`src/rtl/usart_regs_pkg.sv`:
```
// Shared register layout and character-size helpers for the serial port front end.
// Assumes an 8-bit data path and a two-bit size code selecting 5..8 bits.
package usart_regs_pkg;

    localparam int DATA_W = 8;

    // register addresses
    localparam int REG_DATA = 0;
    localparam int REG_STAT = 1;
    localparam int REG_CTRL = 2;

    // status bit positions
    localparam int ST_RXC  = 7;
    localparam int ST_TXC  = 6;
    localparam int ST_UDRE = 5;
    localparam int ST_FE   = 4;
    localparam int ST_DOR  = 3;

    // control bit positions
    localparam int CT_TXEN    = 0;
    localparam int CT_RXEN    = 1;
    localparam int CT_SZ_LO   = 2;
    localparam int CT_IE_UDRE = 5;
    localparam int CT_IE_TXC  = 6;
    localparam int CT_IE_RX   = 7;

    localparam logic [DATA_W-1:0] CTRL_RESET = 8'h0C;

    // mask keeping the low 5+code bits of a character
    function automatic logic [DATA_W-1:0] char_mask(input logic [1:0] code);
        return 8'hFF >> (3'd3 - {1'b0, code});
    endfunction

    // number of data bits for a size code
    function automatic logic [3:0] char_bits(input logic [1:0] code);
        return 4'd5 + {2'b00, code};
    endfunction

endpackage

```
`src/rtl/usart_tx_path.sv`:
```
// Transmit holding buffer plus framing shift register.
// Assumes baud_tick is a one-cycle strobe; the frame is start, N data bits LSB first, stop.
module usart_tx_path
    import usart_regs_pkg::*;
#(
    parameter int CNT_W = 4
) (
    input  logic              clk,
    input  logic              rst_n,
    input  logic              wr_buf,
    input  logic [DATA_W-1:0] wdata,
    input  logic              tx_en,
    input  logic [1:0]        size_code,
    input  logic              baud_tick,
    output logic              txd,
    output logic              buf_empty,
    output logic              frame_done
);

    localparam int FRAME_W = DATA_W + 2;

    logic [DATA_W-1:0]  tx_buf;
    logic               buf_full;
    logic [FRAME_W-1:0] shreg;
    logic [CNT_W-1:0]   bits_left;
    logic               busy;
    logic               load;
    logic [FRAME_W-1:0] frame_word;
    logic [CNT_W-1:0]   nbits;

    assign nbits     = CNT_W'(char_bits(size_code));
    assign load      = tx_en && !busy && buf_full;
    assign buf_empty = !buf_full;
    assign txd       = busy ? shreg[0] : 1'b1;
    assign frame_done = busy && baud_tick && (bits_left == CNT_W'(1)) && !buf_full;

    // Build the frame: stop fill above the data, masked data, start bit at bit 0
    always_comb begin
        frame_word = ({FRAME_W{1'b1}} << (nbits + CNT_W'(1)))
                   | {1'b0, tx_buf & char_mask(size_code), 1'b0};
    end

    // Holding buffer: accept writes only when empty, release on load
    always_ff @(posedge clk) begin
        if (!rst_n) begin
            tx_buf   <= '0;
            buf_full <= 1'b0;
        end else if (wr_buf && !buf_full) begin
            tx_buf   <= wdata;
            buf_full <= 1'b1;
        end else if (load) begin
            buf_full <= 1'b0;
        end
    end

    // Shift register: load a frame, then shift one bit per baud tick
    always_ff @(posedge clk) begin
        if (!rst_n) begin
            shreg     <= '1;
            bits_left <= '0;
            busy      <= 1'b0;
        end else if (load) begin
            shreg     <= frame_word;
            bits_left <= nbits + CNT_W'(2);
            busy      <= 1'b1;
        end else if (busy && baud_tick) begin
            shreg     <= {1'b1, shreg[FRAME_W-1:1]};
            bits_left <= bits_left - CNT_W'(1);
            if (bits_left == CNT_W'(1)) busy <= 1'b0;
        end
    end

    // a write to a full buffer keeps the held byte
    assert_drop_when_full_R2: assert property (@(posedge clk) disable iff (!rst_n)
        (wr_buf && buf_full) |=> $stable(tx_buf));

    // a load always leaves the buffer empty on the next cycle
    assert_empty_after_load_R3: assert property (@(posedge clk) disable iff (!rst_n)
        load |=> buf_empty);

    // line idles high between frames
    assert_idle_high_R4: assert property (@(posedge clk) disable iff (!rst_n)
        !busy |-> txd);

endmodule

```
`src/rtl/usart_rx_fifo.sv`:
```
// Receive queue: DEPTH entries, pop returns oldest; pushes to a full queue are dropped
// and reported through a one-cycle overrun pulse. Assumes flush has priority over all.
module usart_rx_fifo #(
    parameter int WIDTH = 9,
    parameter int DEPTH = 2
) (
    input  logic             clk,
    input  logic             rst_n,
    input  logic             flush,
    input  logic             push,
    input  logic [WIDTH-1:0] din,
    input  logic             pop,
    output logic [WIDTH-1:0] dout,
    output logic             empty,
    output logic             overrun
);

    localparam int PTR_W = (DEPTH > 1) ? $clog2(DEPTH) : 1;
    localparam int CNT_W = $clog2(DEPTH + 1);

    logic [WIDTH-1:0] mem [DEPTH];
    logic [PTR_W-1:0] wr_ptr, rd_ptr;
    logic [CNT_W-1:0] count;
    logic             pop_ok, push_ok, full;

    assign empty   = (count == '0);
    assign full    = (count == CNT_W'(DEPTH));
    assign pop_ok  = pop && !empty;
    assign push_ok = push && (!full || pop_ok);
    assign overrun = push && !push_ok && !flush;
    assign dout    = mem[rd_ptr];

    // advance a pointer with wrap at DEPTH
    function automatic logic [PTR_W-1:0] bump(input logic [PTR_W-1:0] p);
        return (p == PTR_W'(DEPTH - 1)) ? '0 : p + PTR_W'(1);
    endfunction

    // Storage write for accepted pushes
    always_ff @(posedge clk) begin
        if (!rst_n) begin
            for (int i = 0; i < DEPTH; i++) mem[i] <= '0;
        end else if (push_ok && !flush) begin
            mem[wr_ptr] <= din;
        end
    end

    // Pointer and occupancy bookkeeping
    always_ff @(posedge clk) begin
        if (!rst_n || flush) begin
            wr_ptr <= '0;
            rd_ptr <= '0;
            count  <= '0;
        end else begin
            if (push_ok) wr_ptr <= bump(wr_ptr);
            if (pop_ok)  rd_ptr <= bump(rd_ptr);
            if (push_ok && !pop_ok)      count <= count + CNT_W'(1);
            else if (pop_ok && !push_ok) count <= count - CNT_W'(1);
        end
    end

    // occupancy never exceeds the depth
    assert_count_bound_R7: assert property (@(posedge clk) disable iff (!rst_n)
        count <= CNT_W'(DEPTH));

    // a dropped push leaves the queue full
    assert_overrun_keeps_full_R9: assert property (@(posedge clk) disable iff (!rst_n)
        (push && full && !pop && !flush) |=> full);

    // a flush always empties the queue
    assert_flush_empties_R10: assert property (@(posedge clk) disable iff (!rst_n)
        flush |=> empty);

endmodule

```
`src/rtl/usart_regs_top.sv`:
```
// Register front end of an asynchronous serial port: shared data address, status,
// control and interrupt requests. Assumes single-cycle bus strobes; read data is
// combinational from the address, and a data read pops at the clock edge.
module usart_regs_top
    import usart_regs_pkg::*;
#(
    parameter int ADDR_W   = 2,
    parameter int RX_DEPTH = 2
) (
    input  logic              clk,
    input  logic              rst_n,
    input  logic [ADDR_W-1:0] bus_addr,
    input  logic              bus_wr,
    input  logic              bus_rd,
    input  logic [DATA_W-1:0] bus_wdata,
    output logic [DATA_W-1:0] bus_rdata,
    input  logic              baud_tick,
    input  logic              rx_valid,
    input  logic [DATA_W-1:0] rx_char,
    input  logic              rx_ferr,
    input  logic              irq_txc_ack,
    output logic              txd,
    output logic              irq_rx,
    output logic              irq_txc,
    output logic              irq_udre
);

    localparam int ENTRY_W = DATA_W + 1;

    logic [DATA_W-1:0]  ctrl_q;
    logic               txc_q, dor_q;
    logic               sel_data, sel_stat, sel_ctrl;
    logic               data_rd, data_wr;
    logic               udre, frame_done;
    logic               rx_empty, rx_ovf, rxc, fe;
    logic [ENTRY_W-1:0] rx_head, rx_entry;
    logic [DATA_W-1:0]  status;

    assign sel_data = (bus_addr == ADDR_W'(REG_DATA));
    assign sel_stat = (bus_addr == ADDR_W'(REG_STAT));
    assign sel_ctrl = (bus_addr == ADDR_W'(REG_CTRL));
    assign data_rd  = bus_rd && sel_data;
    assign data_wr  = bus_wr && sel_data;
    assign rx_entry = {rx_ferr, rx_char & char_mask(ctrl_q[CT_SZ_LO +: 2])};

    usart_tx_path u_tx (
        .clk        (clk),
        .rst_n      (rst_n),
        .wr_buf     (data_wr),
        .wdata      (bus_wdata),
        .tx_en      (ctrl_q[CT_TXEN]),
        .size_code  (ctrl_q[CT_SZ_LO +: 2]),
        .baud_tick  (baud_tick),
        .txd        (txd),
        .buf_empty  (udre),
        .frame_done (frame_done)
    );

    usart_rx_fifo #(.WIDTH(ENTRY_W), .DEPTH(RX_DEPTH)) u_rxq (
        .clk     (clk),
        .rst_n   (rst_n),
        .flush   (!ctrl_q[CT_RXEN]),
        .push    (rx_valid && ctrl_q[CT_RXEN]),
        .din     (rx_entry),
        .pop     (data_rd),
        .dout    (rx_head),
        .empty   (rx_empty),
        .overrun (rx_ovf)
    );

    assign rxc    = !rx_empty;
    assign fe     = rxc && rx_head[DATA_W];
    assign status = {rxc, txc_q, udre, fe, dor_q, 3'b000};

    // Control register: plain read/write
    always_ff @(posedge clk) begin
        if (!rst_n)                   ctrl_q <= CTRL_RESET;
        else if (bus_wr && sel_ctrl)  ctrl_q <= bus_wdata;
    end

    // Transmit-complete flag: set at frame end, cleared by write-one or acknowledge
    always_ff @(posedge clk) begin
        if (!rst_n)
            txc_q <= 1'b0;
        else if (frame_done)
            txc_q <= 1'b1;
        else if (irq_txc_ack || (bus_wr && sel_stat && bus_wdata[ST_TXC]))
            txc_q <= 1'b0;
    end

    // Overrun flag: set on a dropped character, cleared by a data read or a flush
    always_ff @(posedge clk) begin
        if (!rst_n || !ctrl_q[CT_RXEN]) dor_q <= 1'b0;
        else if (rx_ovf)                dor_q <= 1'b1;
        else if (data_rd)               dor_q <= 1'b0;
    end

    // Read data multiplexer
    always_comb begin
        bus_rdata = '0;
        if (sel_data)      bus_rdata = rx_empty ? '0 : rx_head[DATA_W-1:0];
        else if (sel_stat) bus_rdata = status;
        else if (sel_ctrl) bus_rdata = ctrl_q;
    end

    assign irq_rx   = rxc   && ctrl_q[CT_IE_RX];
    assign irq_txc  = txc_q && ctrl_q[CT_IE_TXC];
    assign irq_udre = udre  && ctrl_q[CT_IE_UDRE];

    // transmit-complete only rises while the holding buffer was empty
    assert_txc_needs_empty_R6: assert property (@(posedge clk) disable iff (!rst_n)
        $rose(txc_q) |-> $past(udre));

    // a data read without a new overrun clears the overrun flag
    assert_dor_clears_R9: assert property (@(posedge clk) disable iff (!rst_n)
        (data_rd && !rx_ovf) |=> !dor_q);

    // a status write of zero with no frame end keeps transmit-complete
    assert_txc_write_zero_R6: assert property (@(posedge clk) disable iff (!rst_n)
        (bus_wr && sel_stat && !bus_wdata[ST_TXC] && !irq_txc_ack && !frame_done)
        |=> $stable(txc_q));

endmodule

```
`config.mk`:
```
export PLATFORM = sky130hd
export DESIGN_NAME = usart_regs_top
export DESIGN_NICKNAME = d
export VERILOG_FILES = /design/src/rtl/usart_regs_pkg.sv /design/src/rtl/usart_tx_path.sv /design/src/rtl/usart_rx_fifo.sv /design/src/rtl/usart_regs_top.sv
export SDC_FILE = /design/constraint.sdc
export NUM_CORES = 1
export LEC_CHECK = 0
export BUFFER_PORTS_ARGS = -buffer_cell sky130_fd_sc_hd__buf_2
export CORE_ASPECT_RATIO = 0.7
export CORE_UTILIZATION = 50
export CTS_BUF_LIST = sky130_fd_sc_hd__clkbuf_2
export DETAILED_ROUTE_END_ITERATION = 10
export HOLD_SLACK_MARGIN = 0.15
export PLACE_DENSITY = 0.78
export SYNTH_ARGS = -nofsm -noshare
export SYNTH_HDL_FRONTEND = slang
export SYNTH_SLANG_ARGS = --single-unit
export TNS_END_PERCENT = 50
```
`constraint.sdc`:
```
create_clock -name clk -period 2.9 [get_ports clk]
set_clock_uncertainty 0.15 [all_clocks]
set_input_delay 0.435 -clock clk [delete_from_list [all_inputs] [get_ports clk]]
set_output_delay 0.435 -clock clk [all_outputs]
set_load 0.05 [all_outputs]
```
==> results of run 1 <==
-- path summary, 6_finish.rpt --
kind | startpoint | to | slack [ns]
worst max-delay path | flop | bus_rdata[4] | 0.21
worst min-delay path | bus_rd | u_rxq.rd_ptr$_SDFFE_PP0P_ | 0.23
worst max register to register | u_tx.buf_full$_SDFFE_PN0P_ | u_tx.tx_buf[7]$_SDFFE_PN0P_ | 0.50
worst min register to register | u_tx.tx_buf[6]$_SDFFE_PN0P_ | u_tx.tx_buf[6]$_SDFFE_PN0P_ | 0.33
-- cells in the final DEF (no fill, tap or decap), drive strengths merged, types with 3 or more instances in the layout --
cell         count
a211oi           9
o21a             3
mux2i            7
a21boi          16
and2            14
nand2           38
nor2             7
clkbuf          13
nand3           17
dfxtp           39
buf             41
a21oi            6
edfxtp          18
ha               8
a22oi            3
and3             7
dlygate4sd3     23
xor2             3
nor2b            6
nor3             7
o21ai           18
inv             10
nor4             3
-- synth_stat cells, drive strengths merged, types with 3 or more instances --
| library cell | instances |
|---|---|
| dfxtp | 39 |
| nand2 | 38 |
| edfxtp | 18 |
| o21ai | 18 |
| nand3 | 17 |
| a21boi | 16 |
| clkbuf | 16 |
| and2 | 14 |
| inv | 10 |
| a211oi | 9 |
| ha | 8 |
| and3 | 7 |
| mux2i | 7 |
| nor2 | 7 |
| nor3 | 7 |
| a21oi | 6 |
| nor2b | 6 |
| a22oi | 3 |
| nor4 | 3 |
| o21a | 3 |
| xor2 | 3 |
-- registers in the layout (all words and copies together), names as in the netlist, 2 cells and up, named ones only --
register,cells
ctrl_q,8
u_tx.bits_left,4
u_rxq.mem,18
u_tx.shreg,10
u_tx.tx_buf,8
u_rxq.count,2
-- layer usage --
metal,GRT usage,vias up
met5,0,-
met4,0.0675,0
met3,0.0762,14
met2,0.388,90
met1,0.334,1109
li1,-,1167
-- stage by stage --
step           setup slack [ns]  power, W  hold WS [ns]  instances   util
4_1_cts                   0.173   0.00140         0.151        424  0.625
6_report                  0.210   0.00139         0.234        425  0.627
5_1_grt                  0.0939   0.00146         0.194        425  0.627
3_5_place_dp              0.451  0.000998         0.307        387  0.570
2_1_floorplan             0.275  0.000951         0.286        292      -
3_3_place_gp              0.527  0.000996         0.298        387  0.570
-- where the power goes --
group / switching [W] / internal, W
combinational: 0.0000849 / 0.0000657
sequential: 0.0000151 / 0.000841
clock: 0.000268 / 0.000118
total: 0.000368 / 0.00102
-- cell families after synthesis --
kind of cell / count (synthesis)
AO/OA/AOI/OAI: 72
XOR/XNOR: 4
adder cells (fa/ha/maj): 8
buffers and inverters: 28
flip-flops: 57
multiplexers: 8
AND/OR/NAND/NOR: 115
-- what timing repair did --
action                                  in CTS  in global routing
hold endpoints to repair                    39                  1
endpoints found under the setup margin       0                  0
hold buffers                                22                  1
-- critical path, cell delays in order, from the launching register on --
cell and delay (ns):
sky130_fd_sc_hd__dfxtp_1 0.66, sky130_fd_sc_hd__mux4_2 0.57, sky130_fd_sc_hd__a22o_1 0.20, sky130_fd_sc_hd__buf_2 0.20
-- final cells by class --
class,instances,area share
tap,72,0.0272
inverter,10,0.0113
timing repair buffer,64,0.134
clock inverter,2,0.00227
clock buffer,13,0.0196
sequential,57,0.399
multi-input combinational,207,0.406
==> flow_summary.json, run 1 <==
{
  "status": "finished clean",
  "synthesis.instances": 292,
  "yosys.area_share.adder": 0.0360,
  "worstPathMaxFanout": 9,
  "synth_compound_gate_area_share": 0.184,
  "worst_r2r_path_depth": 4,
  "postSynthAreaPerCell_um2": 9.53,
  "drtIter0Drc": 192,
  "initial_antenna_violation_count": 0,
  "post_route_cells_drive_above_1_share": 0.173,
  "dp.final_hpwl_mm": 4.61,
  "detail_route.wirelength_mm": 6.68,
  "post_cts_resized": 0,
  "final-hold-violation-count": 0,
  "syn-num-nets": 326,
  "dieHeight_um": 64.4,
  "detailed_place.area_um2": 3010,
  "cts_root_buf": "sky130_fd_sc_hd__clkbuf_2",
  "netlist-cell-type-count": 50,
  "number_of_global_route_vias_before_repair": 2255,
  "clock-sinks": 57,
  "areaGrowthSynthToFinish_pct": 19.1,
  "placement.io_buffers": 37,
  "slew_violations": 0,
  "sequential_cell_area_um2": 1320,
  "synth-warning-count": 0,
  "detailroute.wirelength.met2_mm": 2.97,
  "grt_setup_unrepaired": "false",
  "synthTopCellsByArea": "sky130_fd_sc_hd__dfxtp_1, sky130_fd_sc_hd__edfxtp_1, sky130_fd_sc_hd__nand2_1, sky130_fd_sc_hd__a21boi_0, sky130_fd_sc_hd__ha_1",
  "wl_per_cell_um": 15.7,
  "floorplan.die.width_um": 91.1,
  "ys_seq_area_frac": 0.475,
  "final.fill_count": 444,
  "async_flop_share": 0,
  "cp-start-kind": "flop",
  "ir_drop_uv": 209,
  "arrival_ns": 2.11,
  "grt_start_max_net_pins": 26,
  "synth.mux.area_fraction": 0.0333,
  "route.detailed.vias_per_inst": 5.60,
  "drc_errors": 0,
  "cap_violations": 0,
  "grt_util_all_layers": 0.248,
  "final_net_count": 383,
  "post_cts.repair.setup_buffers": 0,
  "multi_input_area_um2": 1350,
  "fmax_ghz": 0.372,
  "initial_utilization": 0.526,
  "timing.final.crit_share": 0.928,
  "cts_max_path_buffers": 2,
  "synth_edf_count": 18,
  "gp_congestion": 0.844,
  "wl_met3_um": 398,
  "min-delay-path-class": "in2reg",
  "via_count": 2380,
  "clk_latency_ns": 0.48,
  "leak_nw": 1.31,
  "global_route_wire_length_before_repair_mm": 11.1,
  "yosys.area_share.xor_xnor": 0.0126,
  "min_period_ns": 2.69,
  "num_antenna_cells": 0,
  "netlist.area_leader.share": 0.281,
  "cts_tree": "done",
  "timing.setup.tns_ns": 0,
  "crit_required_ns": 2.32,
  "finish.instance_area_um2": 3310,
  "io-pin-count": 38,
  "met1_length_mm": 3.22,
  "cts.reportedPaths.clkPinSlew_ns": 0.13,
  "main_combinational_cell_family_by_area_after_synthesis": "simple AND/OR/NAND/NOR gates",
  "antenna_violating_nets_post_route": 0,
  "htree_levels": 3,
  "synth_flop_cell": "sky130_fd_sc_hd__dfxtp_1",
  "tritoncts.num_buffers": 9,
  "max-slew-margin-rel": 0.424,
  "worst_setup_path_end_kind": "output port",
  "netlist.top_cell.by_area": "sky130_fd_sc_hd__dfxtp_1",
  "report.final.setup_viol": 0,
  "synth-simple-area-share": 0.219,
  "flop_and_latch_count_out_of_synthesis": 57,
  "worst-slew-pin-transition_ns": 0.862,
  "grt_overflow": 0,
  "route.top_layer_used": "met4",
  "floorplan.core_area_um2": 5290,
  "die-area_um2": 5870,
  "powerDensity_nw_per_um2": 420,
  "rows": 22,
  "syn-cell-area_um2": 2780,
  "drtPass1Iterations": 5,
  "cp_class": "reg2out",
  "min_path_cells": 4
}
Note: power is estimated with default switching activity, not from simulation.
==> run 2: changes to the inputs <==
--- a/config.mk
+++ b/config.mk
@@ -6,13 +6,16 @@
 export NUM_CORES = 1
 export LEC_CHECK = 0
 export BUFFER_PORTS_ARGS = -buffer_cell sky130_fd_sc_hd__buf_2
+export CAP_MARGIN = 20
 export CORE_ASPECT_RATIO = 0.7
 export CORE_UTILIZATION = 50
 export CTS_BUF_LIST = sky130_fd_sc_hd__clkbuf_2
 export DETAILED_ROUTE_END_ITERATION = 10
 export HOLD_SLACK_MARGIN = 0.15
 export PLACE_DENSITY = 0.78
+export SLEW_MARGIN = 20
 export SYNTH_ARGS = -nofsm -noshare
 export SYNTH_HDL_FRONTEND = slang
+export SYNTH_HIERARCHICAL = 1
 export SYNTH_SLANG_ARGS = --single-unit
 export TNS_END_PERCENT = 50
==> run 2 against run 1 <==
  * Non-clock buffer count is 4 lower
  * Sequential power hardly changed
  * Synthesized cell count is 1.4% lower
  * Via count is 5.0% lower
  * Critical path depth is 1 higher
  * Cell area is 2.3% higher
  * Routed wire length is 8.7% lower
  * Critical endpoint is now bus_rdata[5]
  * Largest cell class unchanged
==> flow_summary.json, run 2 <==
{
  "final.hold.worst_slack_ns": 0.231,
  "final.fill_count": 456,
  "launch_instance_of_the_worst_register_to_register_path": "ctrl_q[1]$_SDFFE_PN0P_",
  "cts.reportedPaths.clkPinSlew_ns": 0.16,
  "rows": 22,
  "report.final.setup_viol": 0,
  "gp_congestion": 0.773,
  "arrival_ns": 2.08,
  "synthesis.instances": 288,
  "grt_overflow": 0,
  "fmax_ghz": 0.375,
  "cp_class": "reg2out",
  "rrSetupSlack_ns": 0.89,
  "min_period_ns": 2.67,
  "global_route_wire_length_before_repair_mm": 10.3,
  "power_frac_comb": 0.102,
  "grt_util_all_layers": 0.226,
  "p_int_w": 0.00110,
  "grt_setup_unrepaired": "false",
  "route.detailed.vias_per_inst": 5.39,
  "num_antenna_cells": 0,
  "final_net_count": 377,
  "flop_and_latch_count_out_of_synthesis": 57,
  "antenna_violating_nets_post_route": 0,
  "number_of_global_route_vias_before_repair": 2151,
  "max-slew-margin-rel": 0.546,
  "largest_register_ff_count": 18,
  "synth_edf_count": 18,
  "netSwitchingPower_w": 0.000366,
  "drtPass1Iterations": 4,
  "synth_flop_cell": "sky130_fd_sc_hd__dfxtp_1",
  "synthTopCellsByArea": "sky130_fd_sc_hd__dfxtp_1, sky130_fd_sc_hd__edfxtp_1, sky130_fd_sc_hd__mux2i_1, sky130_fd_sc_hd__and2_1, sky130_fd_sc_hd__ha_1",
  "wl_per_cell_um": 14.6,
  "leading_cell_type_in_the_layout_fill_and_taps_excluded": "sky130_fd_sc_hd__dfxtp_1",
  "via_count": 2260,
  "yosys.cell_count.top_type": "sky130_fd_sc_hd__dfxtp_1",
  "initial_antenna_violation_count": 0,
  "synth.cells.most_frequent": "sky130_fd_sc_hd__dfxtp_1, sky130_fd_sc_hd__nand2_1, sky130_fd_sc_hd__and2_1",
  "cts_tree": "done",
  "pwr-share-seq": 0.582,
  "async_flop_share": 0,
  "areaGrowthSynthToFinish_pct": 16.9,
  "initial_utilization": 0.535,
  "slew_violations": 0,
  "ys_seq_area_frac": 0.456,
  "postSynthAreaPerCell_um2": 10.1,
  "powerDensity_nw_per_um2": 433,
  "drc_errors": 0,
  "worst_setup_path_end_kind": "output port",
  "netlist-cell-type-count": 52,
  "final-hold-violation-count": 0,
  "cts_max_path_buffers": 2,
  "netlist.area_leader.share": 0.269,
  "clock_power_share": 0.316,
  "worst-slew-pin-transition_ns": 0.680,
  "min_from": "rx_char[5]",
  "die-area_um2": 6110,
  "status": "finished clean",
  "syn-num-nets": 323,
  "ir_drop_uv": 254,
  "min-delay-path-class": "in2reg",
  "synth-warning-count": 6,
  "io-pin-count": 38,
  "dp.final_hpwl_mm": 4.30,
  "clock-sinks": 57,
  "cp-start-kind": "flop",
  "netlist.top_cell.by_area": "sky130_fd_sc_hd__dfxtp_1",
  "finish.cell_count_without_fillers": 419,
  "worstPathMaxFanout": 8,
  "floorplan.die.width_um": 93.0,
  "crit_required_ns": 2.32,
  "detailedPlace.worstSlack_ns": 0.392,
  "post_cts.repair.setup_buffers": 0,
  "switching_share": 0.250,
  "placement.io_buffers": 37,
  "cts_root_buf": "sky130_fd_sc_hd__clkbuf_2",
  "worst_setup_path_startpoint": "u_rxq/count[0]$_SDFFE_PP0P_",
  "post_route_cells_drive_above_1_share": 0.207,
  "drtIter0Drc": 207,
  "cap_violations": 0,
  "timing.final.crit_share": 0.920,
  "layout.cells.most_common_list": "sky130_fd_sc_hd__dfxtp_1, sky130_fd_sc_hd__buf_2, sky130_fd_sc_hd__nand2_1",
  "worst_slack_ns": 0.232,
  "layout.core_utilization": 0.625,
  "largest_register": "u_rxq/mem",
  "clk_latency_ns": 0.48,
  "largest_registers": "u_rxq/mem (18), u_tx/shreg (10)",
  "grt_start_max_net_pins": 45,
  "htree_levels": 3,
  "timing.setup.tns_ns": 0,
  "dieHeight_um": 65.7,
  "place_inst": 386,
  "tritoncts.num_buffers": 9,
  "detail_route.wirelength_mm": 6.10,
  "syn-cell-area_um2": 2900,
  "floorplan.core_area_um2": 5420,
  "leak_nw": 1.40
}
-- run 2: cell count changes in the layout (fill, tap and decap cells not counted), moves of 4 or more --
cell                            previous run  this run
sky130_fd_sc_hd__and3_1                    7         2
sky130_fd_sc_hd__nor2b_1                   6        12
sky130_fd_sc_hd__a21boi_0                 16         0
sky130_fd_sc_hd__nand2_1                  38        29
sky130_fd_sc_hd__a211oi_1                  8         0
sky130_fd_sc_hd__mux2_2                    0         9
sky130_fd_sc_hd__or3b_1                    0         4
sky130_fd_sc_hd__dlygate4sd3_1            23        17
sky130_fd_sc_hd__o21ai_1                   0         5
sky130_fd_sc_hd__o21ai_0                  18         4
sky130_fd_sc_hd__and2_1                   14        23
sky130_fd_sc_hd__mux2i_1                   7        15
sky130_fd_sc_hd__a221o_1                   0         4
-- run 2: path summary, 6_finish.rpt --
check / cells past startpoint / to
hold reg to reg: 2 / ctrl_q[4]$_SDFFE_PN0P_
setup / recovery: 4 / bus_rdata[5]
hold / removal: 3 / u_rxq/mem[1][5]$_SDFFCE_PN0P_
setup reg to reg: 4 / u_rxq/mem[0][4]$_SDFFCE_PN0P_
-- run 2: worst max-delay path, cell delays in order (launching register included) --
cell and delay, ns:
sky130_fd_sc_hd__dfxtp_1 0.50, sky130_fd_sc_hd__nor2_1 0.19, sky130_fd_sc_hd__or3b_1 0.41, sky130_fd_sc_hd__a22oi_1 0.20, sky130_fd_sc_hd__buf_2 0.30
-- run 2: logic make-up (layout without fill, tap and decap cells) --
logic type / after synthesis / in the layout / synth area share
compound gates: 38 / 38 / 0.0911
xor+xnor: 4 / 4 / 0.0121
fa+ha+maj: 9 / 9 / 0.0388
buf+inv: 27 / 86 / 0.0483
flops: 57 / 57 / 0.456
mux: 24 / 24 / 0.0867
simple gates: 129 / 129 / 0.267
-- run 2: final cells by class --
| type | instances | area, µm² | share of cell area |
|---|---|---|---|
| Tap cell | 72 | 90.1 | 0.0266 |
| Clock buffer | 10 | 50.0 | 0.0148 |
| Multi-Input combinational cell | 204 | 1440 | 0.424 |
| Timing Repair Buffer | 60 | 400 | 0.118 |
| Inverter | 10 | 37.5 | 0.0111 |
| Clock inverter | 6 | 50.0 | 0.0148 |
| Sequential cell | 57 | 1320 | 0.390 |
-- run 2: timing repair --
item / 4_1_cts / 5_1_grt
endpoints found under the setup margin: 0 / 3
endpoints found under the hold margin: 30 / 0
resized for setup: 0 / 1
hold buffers: 17 / 0
-- run 2: through the flow --
step,power (W),area (µm²)
after floorplan,0.000957,2900
after global placement,0.000999,3120
after detailed placement,0.00100,3120
after CTS,0.00148,3390
after global routing,0.00154,3390
final,0.00147,3390
-- run 2: power groups by stage --
stage	combinational, W	clock [W]	sequential [W]
after floorplan	0.0000906	0	0.000866
after global placement	0.000128	0	0.000871
after detailed placement	0.000131	0	0.000871
after CTS	0.000149	0.000477	0.000854
after global routing	0.000164	0.000517	0.000857
final	0.000149	0.000463	0.000854
-- run 2: layer usage --
metal / routed length (µm) / track usage / up-vias / share of wire
met5: 0 / 0 / - / 0
met4: 24 / 0.0538 / 0 / 0.0039
met3: 417 / 0.0891 / 5 / 0.068
met2: 2610 / 0.336 / 63 / 0.43
met1: 3050 / 0.307 / 1064 / 0.50
li1: - / - / 1128 / -
